==> src/rtl/duart_bus_front.sv <==
module duart_bus_front #(
  parameter int DW       = 8,
  parameter int AW       = 3,
  parameter int AFR_ADDR = 7,
  parameter int LCR_ADDR = 3,
  parameter int DLAB_BIT = 7,
  parameter int DL_SPAN  = 3
) (
  input  logic          clk,
  input  logic          rst_n,
  input  logic [AW-1:0] addr,
  input  logic          chsel,
  input  logic          wr,
  input  logic          rd,
  input  logic [DW-1:0] wdata,
  output logic [DW-1:0] rdata,
  output logic [1:0]    ch_wr_en,
  output logic [1:0]    ch_rd_en,
  output logic          bcast_on,
  output logic [1:0]    mf_sel,
  output logic          dlab_mismatch
);
  localparam int NREG = 1 << AW;
  localparam int DLW  = (DL_SPAN > 1) ? $clog2(DL_SPAN) : 1;

  logic [DW-1:0] bank [2][NREG];
  logic [DW-1:0] dl   [2][DL_SPAN];
  logic [2:0]    afr;
  logic [1:0]    dlab;

  wire       afr_hit = (addr == AW'(AFR_ADDR));
  wire       dl_zone = (addr < AW'(DL_SPAN));
  wire [1:0] sel_oh  = chsel ? 2'b10 : 2'b01;

  for (genvar g = 0; g < 2; g++) begin : g_dlab
    assign dlab[g] = bank[g][LCR_ADDR][DLAB_BIT];
  end

  assign ch_wr_en      = (wr && !afr_hit) ? (afr[0] ? 2'b11 : sel_oh) : 2'b00;
  assign ch_rd_en      = (rd && !afr_hit) ? sel_oh : 2'b00;
  assign bcast_on      = afr[0];
  assign mf_sel        = afr[2:1];
  assign dlab_mismatch = afr[0] & (dlab[0] ^ dlab[1]);

  always_ff @(posedge clk) begin
    if (!rst_n) begin
      afr <= '0;
      for (int c = 0; c < 2; c++) begin
        for (int i = 0; i < NREG; i++) bank[c][i] <= '0;
        for (int i = 0; i < DL_SPAN; i++) dl[c][i] <= '0;
      end
    end else begin
      if (wr && afr_hit) afr <= wdata[2:0];
      for (int c = 0; c < 2; c++) begin
        if (ch_wr_en[c]) begin
          if (dlab[c] && dl_zone) dl[c][addr[DLW-1:0]] <= wdata;
          else                    bank[c][addr]        <= wdata;
        end
      end
    end
  end

  always_comb begin
    if (afr_hit)                   rdata = {{(DW-3){1'b0}}, afr};
    else if (dlab[chsel] && dl_zone) rdata = dl[chsel][addr[DLW-1:0]];
    else                           rdata = bank[chsel][addr];
  end
endmodule

==> config.mk <==
export PLATFORM = sky130hd
export DESIGN_NAME = duart_bus_front
export DESIGN_NICKNAME = d
export VERILOG_FILES = /design/src/rtl/duart_bus_front.sv
export SDC_FILE = /design/constraint.sdc
export NUM_CORES = 1
export LEC_CHECK = 0
export ABC_AREA = 1
export BUFFER_PORTS_ARGS = -buffer_cell sky130_fd_sc_hd__clkbuf_2
export CORE_UTILIZATION = 40
export CTS_BUF_LIST = sky130_fd_sc_hd__clkbuf_8
export DETAILED_ROUTE_END_ITERATION = 16
export GPL_ROUTABILITY_DRIVEN = 0
export PLACE_DENSITY = 0.56
export SYNTH_ARGS = -nofsm -noshare
export SYNTH_HDL_FRONTEND = slang
export SYNTH_SLANG_ARGS = --single-unit
==> constraint.sdc <==
create_clock -name clk -period 3.45 [get_ports clk]
set_input_delay 0.5175 -clock clk [delete_from_list [all_inputs] [get_ports clk]]
set_output_delay 0.5175 -clock clk [all_outputs]
set_load 0.01 [all_outputs]
==> reports/results.ini, run 1 <==
[run_status]
run_status=finished clean

[sta]
drv_slew=0
max_freq_ghz=0.340
worst_clock_skew_ns=0.00933
worst_slack_ns=0.512
fin_setup_tns_ns=0
period_share_pct=85.2
setup_violations=0
layout_min_cycle_time_ns=2.94
worstMarginPinSlew_ns=1.15
report.final.hold_viol_count=0
relSlewSlack_pct=23.1
whs_ns=0.370
rsz0062_at_grt=no

[finish]
regArea_sq_um=5350
stdcell_count=1256
drive_above_1_share_pct=12.2
multi_input_area_sq_um=2770
final_nets=984
final_cell_area_sq_um=9470
nFillCells=2098
fin_util_pct=44.9
syn_to_final_growth_pct=10.1
antenna_cells=0

[critical_path]
cp-end-kind=primary output
r2r_start=afr[0]
reg2reg_to=bank[1][45]
crit_start=bank[0][39]
arrival_ns=2.42
reg2reg_depth=6
crit_path_max_fanout=5
cp.required_ns=2.93
cp-endpoint=rdata[0]
worstSetupStartpointType=register
r2r_setup_slack_ns=1.37
setup.worst_path.class=register to primary output

[cts]
cts_buffer_depth=2
path_clk_slew_ns=0.10
post_cts_buffers=0
clk_latency_ns=0.47
cts_tree=yes
numCtsBuffers=17
root_buffer=clkbuf_8
cts_resized=0
cts_hold_buf=0
clock_sinks=179
h-tree-depth=4

[synthesis]
synthCells=937
ys_types=28
synth_top_area_cell=edfxtp_1
ys_seq_area_share_pct=62.1
ys_seq_elements=179
synth-main-ff-cell=edfxtp_1
yosys_warnings=0
synth_area_leaders=edfxtp_1 (61%), nor2_1 (12%), nand2_1 (8.6%)
synth_edf_count=176
yosysTopAreaCellShare_pct=61.4
synth.cell_area_sq_um=8600
synthArstFlopShare_pct=0
syn_area_per_cell_sq_um=9.18

[grt]
grt-busiest-layer=met2
grt_use_total_pct=23.3
grt_max_degree=49
grt_pass1_vias=6096
overflow=0
grt_use_met3_pct=3.71
grtUsageMet1_pct=33.4
antenna_found_initial=0
grt_pass1_wl_mm=36.9
use_met2_pct=36.3

[die]
fp.coreArea_sq_um=21100
num_io_pins=32
start_util_pct=40.8
die_w_um=149
die_area_sq_um=22100
row_count=53
dieHeight_um=149

[power_and_ir_drop]
total_power_mw=4.47
vdd_drop_max_mv=0.288
p_sw_share_pct=27.3
comb_power_share_pct=10.1
p_sw_mw=1.22
seqPwrFrac_pct=56.0
clkPwrFrac_pct=33.9
leakagePower_nw=4.24
powerDensity_nw_per_um2=472
internal_power_mw=3.25

[placement]
dp_slack_ns=0.571
post-place-cells=1224
hpwl_mm=16.3
placed_area_sq_um=9070
port_buffers=31

[route]
avgViaCountPerCell=5.06
detail_route.iter0.violations=651
antenna_left=0
avgRoutedWirePerCell_um=19.6
routed_wl_mm=24.6
firstDrtPassIters=7
num_vias=6356
drc=0

[job]
cap_violations=0

[hold_path]
min_path_type=input pin to register
min_from=wdata[0]

-- power groups by stage --
| stage | sequential [mW] | clock [mW] | combinational [mW] |
|---|---|---|---|
| 2_1_floorplan | 2.54 | 0 | 0.283 |
| 3_3_place_gp | 2.55 | 0 | 0.451 |
| 3_5_place_dp | 2.55 | 0 | 0.449 |
| 4_1_cts | 2.50 | 1.52 | 0.451 |
| 5_1_grt | 2.51 | 1.60 | 0.494 |
| 6_report | 2.50 | 1.51 | 0.451 |
-- layout by cell type, fill, tap and decap left out, types with 5 or more instances in the layout --
cell type,count
a21oi_1,14
buf_4,16
clkbuf_2,30
clkbuf_8,17
conb_1,16
edfxtp_1,176
inv_1,81
nand2_1,198
nand2_2,9
nand2_4,15
nand3_1,42
nor2_1,274
nor3_1,5
o21ai_0,42
or2_2,6
-- worst min path at each step --
stage | endpoint | slack, ns | cells after the start
after floorplan | afr[1] | 0.57 | 2
after CTS | afr[0] | 0.36 | 3
after global placement | afr[1] | 0.56 | 2
after global routing | afr[0] | 0.41 | 3
final | afr[0] | 0.37 | 3
after detailed placement | afr[1] | 0.56 | 2
-- synth_stat cells (2+ instances only) --
cell,count
clkbuf_1,31
nor3_1,5
nand4_1,4
buf_2,16
edfxtp_1,176
nor2_2,3
inv_1,81
a21oi_1,14
nor2_8,2
nand2_2,9
o21ai_0,42
nand2_4,15
or2_2,6
nand2_1,198
nor2_1,274
nand3_1,42
a21oi_2,2
buf_6,2
inv_2,3
dfxtp_1,3
o211ai_1,2
-- kinds of logic after synthesis --
kind of cell	Yosys count	synth area share, %
DFF	179	62.1
AOI/OAI and AO/OA	61	3.72
xor gates and xnor gates	1	0.102
and+or+nand+nor	560	27.7
other	1	0.0436
buffers and inverters	135	6.34
-- cell type report --
| type | instances | area share (%) |
|---|---|---|
| Clock buffer | 17 | 2.47 |
| Timing Repair Buffer | 47 | 3.06 |
| Inverter | 85 | 3.37 |
| Clock inverter | 15 | 1.81 |
| Sequential cell | 179 | 56.4 |
| Tap cell | 275 | 3.63 |
| Multi-Input combinational cell | 638 | 29.2 |
-- metal layers --
metal  vias up  routed length [um]
met5         -                   0
met4         0                 444
met3        32                1600
met2       218               11500
met1      3058               11100
li1       3048                   -
-- registers in the layout, indices dropped and copies added, names as in the netlist --
name	cells
dl	48
afr	3
bank	128
-- worst max-delay path, stage by stage (launching register included) --
cell,delay [ns]
edfxtp_1,0.41
inv_1,0.09
o21ai_0,0.31
inv_1,0.14
nor2_1,0.31
buf_4,0.21
nand2_1,0.05
nor2_1,0.10
nor2_1,0.05
nand2_1,0.08
nand2_1,0.08
clkbuf_2,0.14
Power figures use the tool's default switching activity.
==> inputs of run 2 (changes only) <==
--- a/config.mk
+++ b/config.mk
@@ -6,7 +6,7 @@
 export NUM_CORES = 1
 export LEC_CHECK = 0
 export ABC_AREA = 1
-export BUFFER_PORTS_ARGS = -buffer_cell sky130_fd_sc_hd__clkbuf_2
+export BUFFER_PORTS_ARGS = -buffer_cell sky130_fd_sc_hd__buf_2
 export CORE_UTILIZATION = 40
 export CTS_BUF_LIST = sky130_fd_sc_hd__clkbuf_8
 export DETAILED_ROUTE_END_ITERATION = 16
==> reports/results.ini, run 2 (synthesis gave the netlist of run 1 again) <==
[run_status]
run_status=finished clean

[critical_path]
cp.required_ns=2.93
path_delay_family=simple AND/OR/NAND/NOR gates
cp_num_buf_inv=3
crit_path_max_fanout=6
reg2reg_depth=6
max_stage_delay_ns=0.42
arrival_ns=2.49
reg2reg_to=bank[0][55]
crit_slowest_cell=edfxtp_1
worstSetupStartpointType=register
path_cells=inv_1 > o21ai_0 > inv_1 > nor2_1 > nand2_1 > nor2_1 > nor2_1 > nand2_1 > nand2_1 > buf_2
cp-end-kind=primary output
setup.worst_path.class=register to primary output
r2r_start=afr[0]
r2r_setup_slack_ns=1.46

[die]
dieHeight_um=149
die_w_um=149
fp.coreArea_sq_um=21100
row_count=53
die_area_sq_um=22100
num_io_pins=32
start_util_pct=40.8

[finish]
final_cell_mix=nor2_1 (274), nand2_1 (198), edfxtp_1 (176)
nFillCells=2139
drive_above_1_share_pct=11.8
regArea_sq_um=5350
antenna_cells=0
stdcell_count=1254
final_nets=982
top_regs=bank x128, dl x48, afr x3
largest_register_ffs=128
mostFrequentLayoutCell=nor2_1
multi_input_area_sq_um=2770
syn_to_final_growth_pct=9.77
largest_register=bank

[grt]
grt_use_total_pct=23.1
grt_pass1_vias=6211
grt_max_degree=51
overflow=0
grt_pass1_wl_mm=36.6
antenna_found_initial=0

[cts]
root_buffer=clkbuf_8
numCtsBuffers=17
cts_buffer_depth=2
post_cts_buffers=0
path_clk_slew_ns=0.10
cts_resized=0
clock_sinks=179
cts_hold_buf=0
cts_tree=yes
h-tree-depth=4
clk_latency_ns=0.48

[route]
antenna_left=0
avgRoutedWirePerCell_um=19.5
detail_route.iter0.violations=687
drc=0
avgViaCountPerCell=5.03
firstDrtPassIters=5
num_vias=6311
routed_wl_mm=24.5

[sta]
worstMarginPinSlew_ns=1.11
fin_setup_tns_ns=0
relSlewSlack_pct=25.7
drv_slew=0
whs_ns=0.383
layout_min_cycle_time_ns=3.01
period_share_pct=87.2
worst_clock_skew_ns=0.0123
report.final.hold_viol_count=0
rsz0062_at_grt=no
max_freq_ghz=0.332
setup_violations=0

[hold_path]
min_path_type=input pin to register
hold_end=afr[0]
hold_depth=3
min_from=wdata[0]

[placement]
post-place-cells=1222
hpwl_mm=16.1
port_buffers=31

[job]
cap_violations=0

[power_and_ir_drop]
total_power_mw=4.42
powerDensity_nw_per_um2=468
leakagePower_nw=4.22
vdd_drop_max_mv=0.341

## run 2: final cells by class
type | instances | area share [%]
flip-flops and latches | 179 | 56.6
multi-input cells | 638 | 29.3
repair buffers | 45 | 2.91
well taps | 275 | 3.64
inverters | 85 | 3.38
clock inverters | 15 | 1.67
clock buffers | 17 | 2.48
## run 2: power by group
part	internal [mW]	switching, mW	leakage (nW)
registers	2.47	0.0296	1.84
logic	0.109	0.335	2.19
clock network	0.648	0.826	0.189
## run 2: metrics by stage
| stage | utilization, % | worst slack, ns | area [sq um] |
|---|---|---|---|
| finish | 44.8 | 0.441 | 9450 |
| global route | 44.8 | 0.275 | 9450 |
| CTS | 44.8 | 0.489 | 9450 |
| detailed placement | 42.9 | 0.569 | 9050 |
| global placement | 42.9 | 0.544 | 9050 |
| floorplan | - | 1.31 | 8660 |
## run 2: layer usage
layer | GRT usage [%] | vias to the layer above | routed length, um
met4 | 5.46 | 0 | 279
met3 | 4.94 | 27 | 1670
met1 | 31.8 | 3031 | 10900
met5 | 0 | - | 0
met2 | 37.1 | 216 | 11700
li1 | - | 3037 | -
## run 2: worst reg2reg max path: stages (launching register included)
cell	delay, ns
dfxtp_1	0.41
inv_1	0.14
a21oi_2	0.17
nand2_2	0.12
nor2_8	0.30
nand2_4	0.17
nand2_1	0.35
## run 2: worst max-delay path by stage
| stage | startpoint | to | slack, ns | cells after the start |
|---|---|---|---|---|
| 2_1_floorplan | addr[1] | rdata[7] | 1.31 | 10 |
| 3_3_place_gp | addr[0] | rdata[6] | 0.54 | 9 |
| 3_5_place_dp | addr[0] | rdata[6] | 0.57 | 9 |
| 4_1_cts | bank[0][39] | rdata[0] | 0.49 | 10 |
| 5_1_grt | bank[0][39] | rdata[0] | 0.28 | 10 |
| 6_report | bank[0][39] | rdata[0] | 0.44 | 10 |
